[config.mk]
export PLATFORM = sky130hd
export DESIGN_NAME = spi_byte_slave
export DESIGN_NICKNAME = d
export VERILOG_FILES = /design/src/rtl/spi_slave_pkg.sv /design/src/rtl/spi_sync.sv /design/src/rtl/spi_shift_core.sv /design/src/rtl/spi_host_regs.sv /design/src/rtl/spi_byte_slave.sv
export SDC_FILE = /design/constraint.sdc
export NUM_CORES = 1
export LEC_CHECK = 0
export BUFFER_PORTS_ARGS = -buffer_cell sky130_fd_sc_hd__buf_2
export CORE_MARGIN = 4
export CORE_UTILIZATION = 25
export DETAILED_ROUTE_END_ITERATION = 8
export GPL_TIMING_DRIVEN = 0
export PLACE_DENSITY_LB_ADDON = 0.12
export SKIP_LAST_GASP = 1
export SLEW_MARGIN = 20
export SYNTH_ARGS = -nofsm -noshare
export SYNTH_HDL_FRONTEND = slang
export SYNTH_SLANG_ARGS = --single-unit
[constraint.sdc]
create_clock -name clk -period 2.1 [get_ports clk]
set_input_delay 0.42 -clock clk [delete_from_list [all_inputs] [get_ports clk]]
set_output_delay 0.42 -clock clk [all_outputs]
set_load 0.1 [all_outputs]
[src/rtl/spi_slave_pkg.sv]
package spi_slave_pkg;
  // Edge events derived from the synchronised serial clock
  typedef struct packed {
    logic lead;   // transition away from the idle level
    logic trail;  // transition back to the idle level
  } sck_evt_t;

  localparam int unsigned SYNC_STAGES = 2;
endpackage

[src/rtl/spi_sync.sv]
module spi_sync #(
  parameter int unsigned W       = 1,
  parameter int unsigned STAGES  = 2,
  parameter logic [W-1:0] RST_VAL = '0
) (
  input  logic         clk,
  input  logic         rst_n,
  input  logic [W-1:0] d,
  output logic [W-1:0] q
);
  logic [W-1:0] chain_q [STAGES];

  always_ff @(posedge clk or negedge rst_n) begin
    if (!rst_n) begin
      for (int i = 0; i < STAGES; i++) chain_q[i] <= RST_VAL;
    end else begin
      chain_q[0] <= d;
      for (int i = 1; i < STAGES; i++) chain_q[i] <= chain_q[i-1];
    end
  end

  assign q = chain_q[STAGES-1];
endmodule

[src/rtl/spi_shift_core.sv]
module spi_shift_core
  import spi_slave_pkg::*;
#(
  parameter int unsigned DW = 8
) (
  input  logic          clk,
  input  logic          rst_n,
  input  logic          cpol,
  input  logic          cpha,
  input  logic          sck_s,
  input  logic          mosi_s,
  input  logic          ss_n_s,
  input  logic [DW-1:0] tx_hold,
  output logic          miso_bit,
  output logic          byte_done,
  output logic [DW-1:0] rx_next
);
  localparam int unsigned CW = $clog2(DW + 1);
  localparam logic [CW-1:0] CNT_FULL = CW'(DW);
  localparam logic [CW-1:0] CNT_LAST = CW'(DW - 1);

  logic          sck_prev_q;
  logic [CW-1:0] cnt_q, cnt_d;
  logic [DW-1:0] rx_q, rx_d;
  logic [DW-1:0] tx_q, tx_d;
  logic          miso_q, miso_d;
  sck_evt_t      evt;
  logic          sample_e, shift_e;

  always_comb begin
    evt.lead  = !ss_n_s && (sck_s != sck_prev_q) && (sck_s != cpol);
    evt.trail = !ss_n_s && (sck_s != sck_prev_q) && (sck_s == cpol);
    sample_e  = cpha ? evt.trail : evt.lead;
    shift_e   = cpha ? evt.lead  : evt.trail;
  end

  always_comb begin
    cnt_d     = cnt_q;
    rx_d      = rx_q;
    tx_d      = tx_q;
    miso_d    = miso_q;
    byte_done = 1'b0;
    if (ss_n_s) begin
      cnt_d = '0;
      tx_d  = tx_hold;
    end else begin
      if (sample_e && (cnt_q != CNT_FULL)) begin
        rx_d = {rx_q[DW-2:0], mosi_s};
        if (cnt_q == CNT_LAST) begin
          byte_done = 1'b1;
          cnt_d     = cpha ? '0 : CNT_FULL;
        end else begin
          cnt_d = cnt_q + 1'b1;
        end
      end
      if (shift_e) begin
        if (cpha) begin
          if (cnt_q == '0) begin
            miso_d = tx_hold[DW-1];
            tx_d   = {tx_hold[DW-2:0], 1'b0};
          end else begin
            miso_d = tx_q[DW-1];
            tx_d   = {tx_q[DW-2:0], 1'b0};
          end
        end else if (cnt_q != CNT_FULL) begin
          tx_d = {tx_q[DW-2:0], 1'b0};
        end
      end
    end
  end

  always_ff @(posedge clk or negedge rst_n) begin
    if (!rst_n) begin
      sck_prev_q <= 1'b0;
      cnt_q      <= '0;
      rx_q       <= '0;
      tx_q       <= '0;
      miso_q     <= 1'b0;
    end else begin
      sck_prev_q <= sck_s;
      cnt_q      <= cnt_d;
      rx_q       <= rx_d;
      tx_q       <= tx_d;
      miso_q     <= miso_d;
    end
  end

  assign rx_next  = rx_d;
  assign miso_bit = cpha ? miso_q : tx_q[DW-1];

  // counter never passes a full byte
  p_cnt_range_r5: assert property (@(posedge clk) disable iff (!rst_n)
    cnt_q <= CNT_FULL);
  // a high select empties the bit counter
  p_idle_clear_r7: assert property (@(posedge clk) disable iff (!rst_n)
    ss_n_s |=> (cnt_q == '0));
  // a full phase-0 frame freezes the receive shifter
  p_frame_hold_r5: assert property (@(posedge clk) disable iff (!rst_n)
    (!cpha && !ss_n_s && cnt_q == CNT_FULL) |=> $stable(rx_q));
endmodule

[src/rtl/spi_host_regs.sv]
module spi_host_regs #(
  parameter int unsigned DW = 8
) (
  input  logic          clk,
  input  logic          rst_n,
  input  logic          cpha,
  input  logic          ss_n_s,
  input  logic          wr_en,
  input  logic [DW-1:0] wr_data,
  input  logic          stat_rd,
  input  logic          rd_en,
  input  logic          coll_clr,
  input  logic          byte_done,
  input  logic [DW-1:0] rx_next,
  output logic [DW-1:0] tx_hold,
  output logic [DW-1:0] rx_buf,
  output logic          done_flag,
  output logic          coll_flag
);
  logic [DW-1:0] tx_q, tx_d, rx_q, rx_d;
  logic          done_q, done_d, armed_q, armed_d, coll_q, coll_d;
  logic          collide;

  always_comb begin
    collide = wr_en && !cpha && !ss_n_s;
    tx_d    = (wr_en && !collide) ? wr_data : tx_q;
    rx_d    = byte_done ? rx_next : rx_q;
    armed_d = armed_q;
    done_d  = done_q;
    if (stat_rd && done_q) armed_d = 1'b1;
    if (rd_en && armed_q) begin
      done_d  = 1'b0;
      armed_d = 1'b0;
    end
    if (byte_done) done_d = 1'b1;
    coll_d = coll_q;
    if (coll_clr) coll_d = 1'b0;
    if (collide)  coll_d = 1'b1;
  end

  always_ff @(posedge clk or negedge rst_n) begin
    if (!rst_n) begin
      tx_q    <= '0;
      rx_q    <= '0;
      done_q  <= 1'b0;
      armed_q <= 1'b0;
      coll_q  <= 1'b0;
    end else begin
      tx_q    <= tx_d;
      rx_q    <= rx_d;
      done_q  <= done_d;
      armed_q <= armed_d;
      coll_q  <= coll_d;
    end
  end

  assign tx_hold   = tx_q;
  assign rx_buf    = rx_q;
  assign done_flag = done_q;
  assign coll_flag = coll_q;

  p_done_src_r8: assert property (@(posedge clk) disable iff (!rst_n)
    $rose(done_q) |-> $past(byte_done));
  p_rxbuf_stable_r8: assert property (@(posedge clk) disable iff (!rst_n)
    !$stable(rx_q) |-> $past(byte_done));
  p_done_clear_r9: assert property (@(posedge clk) disable iff (!rst_n)
    $fell(done_q) |-> $past(rd_en && armed_q));
  p_coll_src_r10: assert property (@(posedge clk) disable iff (!rst_n)
    $rose(coll_q) |-> $past(wr_en && !cpha && !ss_n_s));
  p_hold_kept_r10: assert property (@(posedge clk) disable iff (!rst_n)
    (wr_en && !cpha && !ss_n_s) |=> $stable(tx_q));
  p_coll_clear_r11: assert property (@(posedge clk) disable iff (!rst_n)
    $fell(coll_q) |-> $past(coll_clr));
endmodule

[src/rtl/spi_byte_slave.sv]
module spi_byte_slave
  import spi_slave_pkg::*;
#(
  parameter int unsigned DW = 8
) (
  input  logic          clk,
  input  logic          rst_n,
  input  logic          cpol,
  input  logic          cpha,
  input  logic          sck_pin,
  input  logic          mosi_pin,
  input  logic          ss_n_pin,
  output logic          miso_out,
  output logic          miso_oe,
  input  logic          wr_en,
  input  logic [DW-1:0] wr_data,
  input  logic          rd_en,
  output logic [DW-1:0] rd_data,
  input  logic          stat_rd,
  output logic          done_flag,
  output logic          coll_flag,
  input  logic          coll_clr
);
  logic [2:0]    pins_s;
  logic          sck_s, mosi_s, ss_n_s;
  logic [DW-1:0] tx_hold, rx_next;
  logic          byte_done;

  spi_sync #(.W(3), .STAGES(SYNC_STAGES), .RST_VAL(3'b001)) i_sync (
    .clk(clk), .rst_n(rst_n),
    .d({sck_pin, mosi_pin, ss_n_pin}), .q(pins_s)
  );
  assign sck_s  = pins_s[2];
  assign mosi_s = pins_s[1];
  assign ss_n_s = pins_s[0];

  spi_shift_core #(.DW(DW)) i_core (
    .clk(clk), .rst_n(rst_n), .cpol(cpol), .cpha(cpha),
    .sck_s(sck_s), .mosi_s(mosi_s), .ss_n_s(ss_n_s), .tx_hold(tx_hold),
    .miso_bit(miso_out), .byte_done(byte_done), .rx_next(rx_next)
  );

  spi_host_regs #(.DW(DW)) i_regs (
    .clk(clk), .rst_n(rst_n), .cpha(cpha), .ss_n_s(ss_n_s),
    .wr_en(wr_en), .wr_data(wr_data), .stat_rd(stat_rd), .rd_en(rd_en),
    .coll_clr(coll_clr), .byte_done(byte_done), .rx_next(rx_next),
    .tx_hold(tx_hold), .rx_buf(rd_data), .done_flag(done_flag),
    .coll_flag(coll_flag)
  );

  assign miso_oe = !ss_n_s;
endmodule

==> results.toml <==
[outcome]
run_status = "completed"

[timing]
rsz0062_at_grt = "no"
timing.slew.headroom = 0.472
hold_violations = 0
period_share = 0.945
max_freq_mhz = 504
skew_ns = 0.00510
tightest_slew_ns = 0.786
finalSetupViolCount = 0
slew_violations = 0
fin_crit_ns = 1.99

[setup_path]
end_kind = "flop"
reg2reg_depth = 8
required_ns = 2.28
cp_max_fo = 8
reg2reg_slack_ns = 0.11
reg2reg_from = "i_core.cnt_q[0]"
critPathBufInv = 3
cp_slowest_cell = "dfrtp_1"
arrival_ns = 2.17
cp-start-kind = "flop"
crit_chain = "inv_1 -> ha_1 -> and3b_1 -> buf_6 -> nor2_2 -> a221o_1 -> buf_6 -> mux2_4"
path_class = "reg2reg"
cp_slowest_stage_delay_ns = 0.40
r2r_end = "i_core.tx_q[5]"
critical_path.top_delay_family = "buffers and inverters"
crit_path_frequent_cell = "buf_6"

[clock_tree]
insertion_delay_ns = 0.29
cts_made_buffers = 5
h-tree-depth = 2
hold_buffers = 0
tritoncts = "built"
cts_setup_buffers = 0
clk_pin_slew_ns = 0.08
clock_sinks = 46
cts_max_path_buffers = 2
cts_root_buf = "clkbuf_8"

[yosys]
synthCells = 156
synth_edf_count = 0
synth_cell_types = 34
synth_ff_type = "dfrtp_1"
ys_warn_count = 0
netlist_area_sq_um = 2090
syn-num-nets = 177
synthArstFlopShare = 1.00
ys_ff_latch = 46
avgSynthCellArea_sq_um = 13.4
yosysSeqAreaShare = 0.553

[floorplan]
die_x_um = 99.4
num_rows = 33
start_util = 0.255
die_height_um = 99.4
io_pins = 31
coreArea_sq_um = 8180
die_area_sq_um = 9870

[grt]
grt_start_max_net_pins = 47
track_usage = 0.0887
grt-busiest-layer = "met2"
grt_pass1_wl_mm = 6.96
antenna_found_initial = 0
use_met3 = 0.0288
grt_util_met1 = 0.104
overflow = 0
grt_pass1_vias = 1476
met2_usage = 0.150

[finish]
diodes = 0
finalNonFillerCells = 297
area_growth_pct = 17.5
drive_gt1_frac = 0.411
nets = 212
design_area_sq_um = 2450
fillers = 835
post-route-util = 0.300

[min_path]
hold_path_class = "in2async"

[run]
cap_violations = 0

[drt]
drt-wirelength-per-cell_um = 13.3
via_per_inst = 4.36
vias = 1294
drt_first_iter_violations = 43
route.detailed.drc = 0
firstDrtPassIters = 4
drt_wl_total_mm = 3.94
ant_nets = 0

[power_and_ir_drop]
peakVddDrop_uv = 341
power_density_nw_per_um2 = 817
p_leak_nw = 1.15

[placed_design]
dp_hpwl_mm = 2.74
port_buffers = 29
place_inst = 290
dpl_cell_area_sq_um = 2360
place.gp.congestion = 0.782
==> power breakdown <==
part | internal (mW) | switching, mW
Combinational | 0.196 | 0.192
Clock | 0.237 | 0.273
Sequential | 1.02 | 0.0861
Total | 1.45 | 0.551
==> per-stage QoR <==
| stage | setup TNS [ns] | power [mW] | setup slack (ns) | hold WS (ns) |
|---|---|---|---|---|
| floorplan | 0 | 1.41 | 0.154 | 0.124 |
| global placement | -0.230 | 1.50 | -0.230 | 0.334 |
| detailed placement | -0.229 | 1.52 | -0.229 | 0.347 |
| CTS | 0 | 2.05 | 0.0255 | 0.211 |
| global route | 0 | 2.14 | 0.0184 | 0.173 |
| finish | 0 | 2.00 | 0.115 | 0.129 |
==> per-layer routing <==
metal	routed length, um	part of all wire
met1	1740	0.44
met2	1960	0.50
met3	189	0.048
met4	53	0.013
met5	0	0
==> worst max-delay path by stage <==
stage	slack (ns)	end	startpoint	cells past startpoint
2_1_floorplan	0.15	i_core.cnt_q[3]	i_sync.q[0]	5
3_3_place_gp	-0.23	miso_oe	i_sync.q[0]	4
3_5_place_dp	-0.23	miso_oe	i_sync.q[0]	4
4_1_cts	0.03	miso_oe	i_sync.q[0]	4
5_1_grt	0.02	i_core.tx_q[5]	i_core.cnt_q[0]	8
6_report	0.11	i_core.tx_q[5]	i_core.cnt_q[0]	8
==> worst register-to-register path, cell delays in order, from the launching register on <==
cell     delay [ns]
dfrtp_1        0.40
inv_1          0.12
ha_1           0.20
and3b_1        0.18
buf_6          0.13
nor2_2         0.04
a221o_1        0.35
buf_6          0.16
mux2_4         0.30
==> cell families after synthesis <==
family | after synthesis | share of synthesized area
compound gates | 23 | 0.0677
xor+xnor | 1 | 0.00780
buf+inv | 12 | 0.0342
mux | 44 | 0.249
flops | 46 | 0.553
fa+ha+maj | 2 | 0.0120
simple gates | 28 | 0.0767
==> final cells by class <==
cell class	instances	area, sq um	area share
Inverter	6	22.5	0.00918
Timing Repair Buffer	29	154	0.0628
Sequential cell	46	1150	0.470
Multi-Input combinational cell	98	862	0.352
Tap cell	105	131	0.0536
Buffer	5	48.8	0.0199
Clock buffer	8	80.1	0.0327
==> synth_stat cells, types with 3 or more instances <==
cell type / count / area (sq um)
inv_1: 6 / 22.5
o21ai_0: 10 / 50.1
mux2i_1: 11 / 110
a21oi_1: 3 / 15.0
dfrtp_1: 44 / 1100
mux2_4: 7 / 105
mux2_2: 25 / 282
nor2_1: 3 / 11.3
nand2_1: 12 / 45.0
nor3b_1: 3 / 22.5
==> state kept, by name (all words and copies together) (netlist names) <==
| name | count |
|---|---|
| i_sync.chain_q | 3 |
| i_regs.armed_q | 1 |
| i_regs.done_flag | 1 |
| i_sync.q | 3 |
| i_core.tx_q | 8 |
| i_regs.tx_hold | 8 |
| i_regs.coll_flag | 1 |
| i_core.cnt_q | 4 |
| i_core.miso_q | 1 |
| i_core.sck_prev_q | 1 |
| i_core.rx_q | 7 |
| i_regs.rx_buf | 8 |
==> placed cells by master, fill, tap and decap left out <==
cell type / netlist / final
mux2i_1: 11 / 11
clkbuf_8: 1 / 6
mux2_4: 7 / 7
ha_1: 2 / 2
nand2_1: 12 / 12
o41ai_1: 2 / 2
o21ai_0: 10 / 10
clkbuf_1: 2 / 3
o32ai_1: 1 / 1
nand3_1: 1 / 1
nand2b_1: 2 / 2
nor3b_1: 3 / 3
o21ai_1: 1 / 1
nor2_1: 3 / 3
mux2i_4: 1 / 1
nor2_4: 2 / 2
buf_6: 2 / 3
a21oi_1: 3 / 3
nor2b_1: 1 / 1
inv_1: 6 / 6
and4bb_2: 1 / 1
a221o_1: 1 / 1
dfstp_2: 2 / 2
buf_4: 0 / 1
a31oi_1: 1 / 1
a21o_1: 1 / 1
nand3b_1: 1 / 1
o22ai_1: 1 / 1
and3b_1: 1 / 1
mux2_2: 25 / 25
buf_2: 1 / 28
xnor2_2: 1 / 1
o211ai_1: 2 / 2
dfrtp_1: 44 / 44
clkbuf_4: 0 / 1
nor2_2: 1 / 1
==> what timing repair did <==
| action | CTS | global route |
|---|---|---|
| setup endpoints to repair | 1 | 1 |
| hold endpoints to repair | 0 | 0 |
| gates resized for setup | 6 | 0 |
Power figures use the tool's default switching activity.
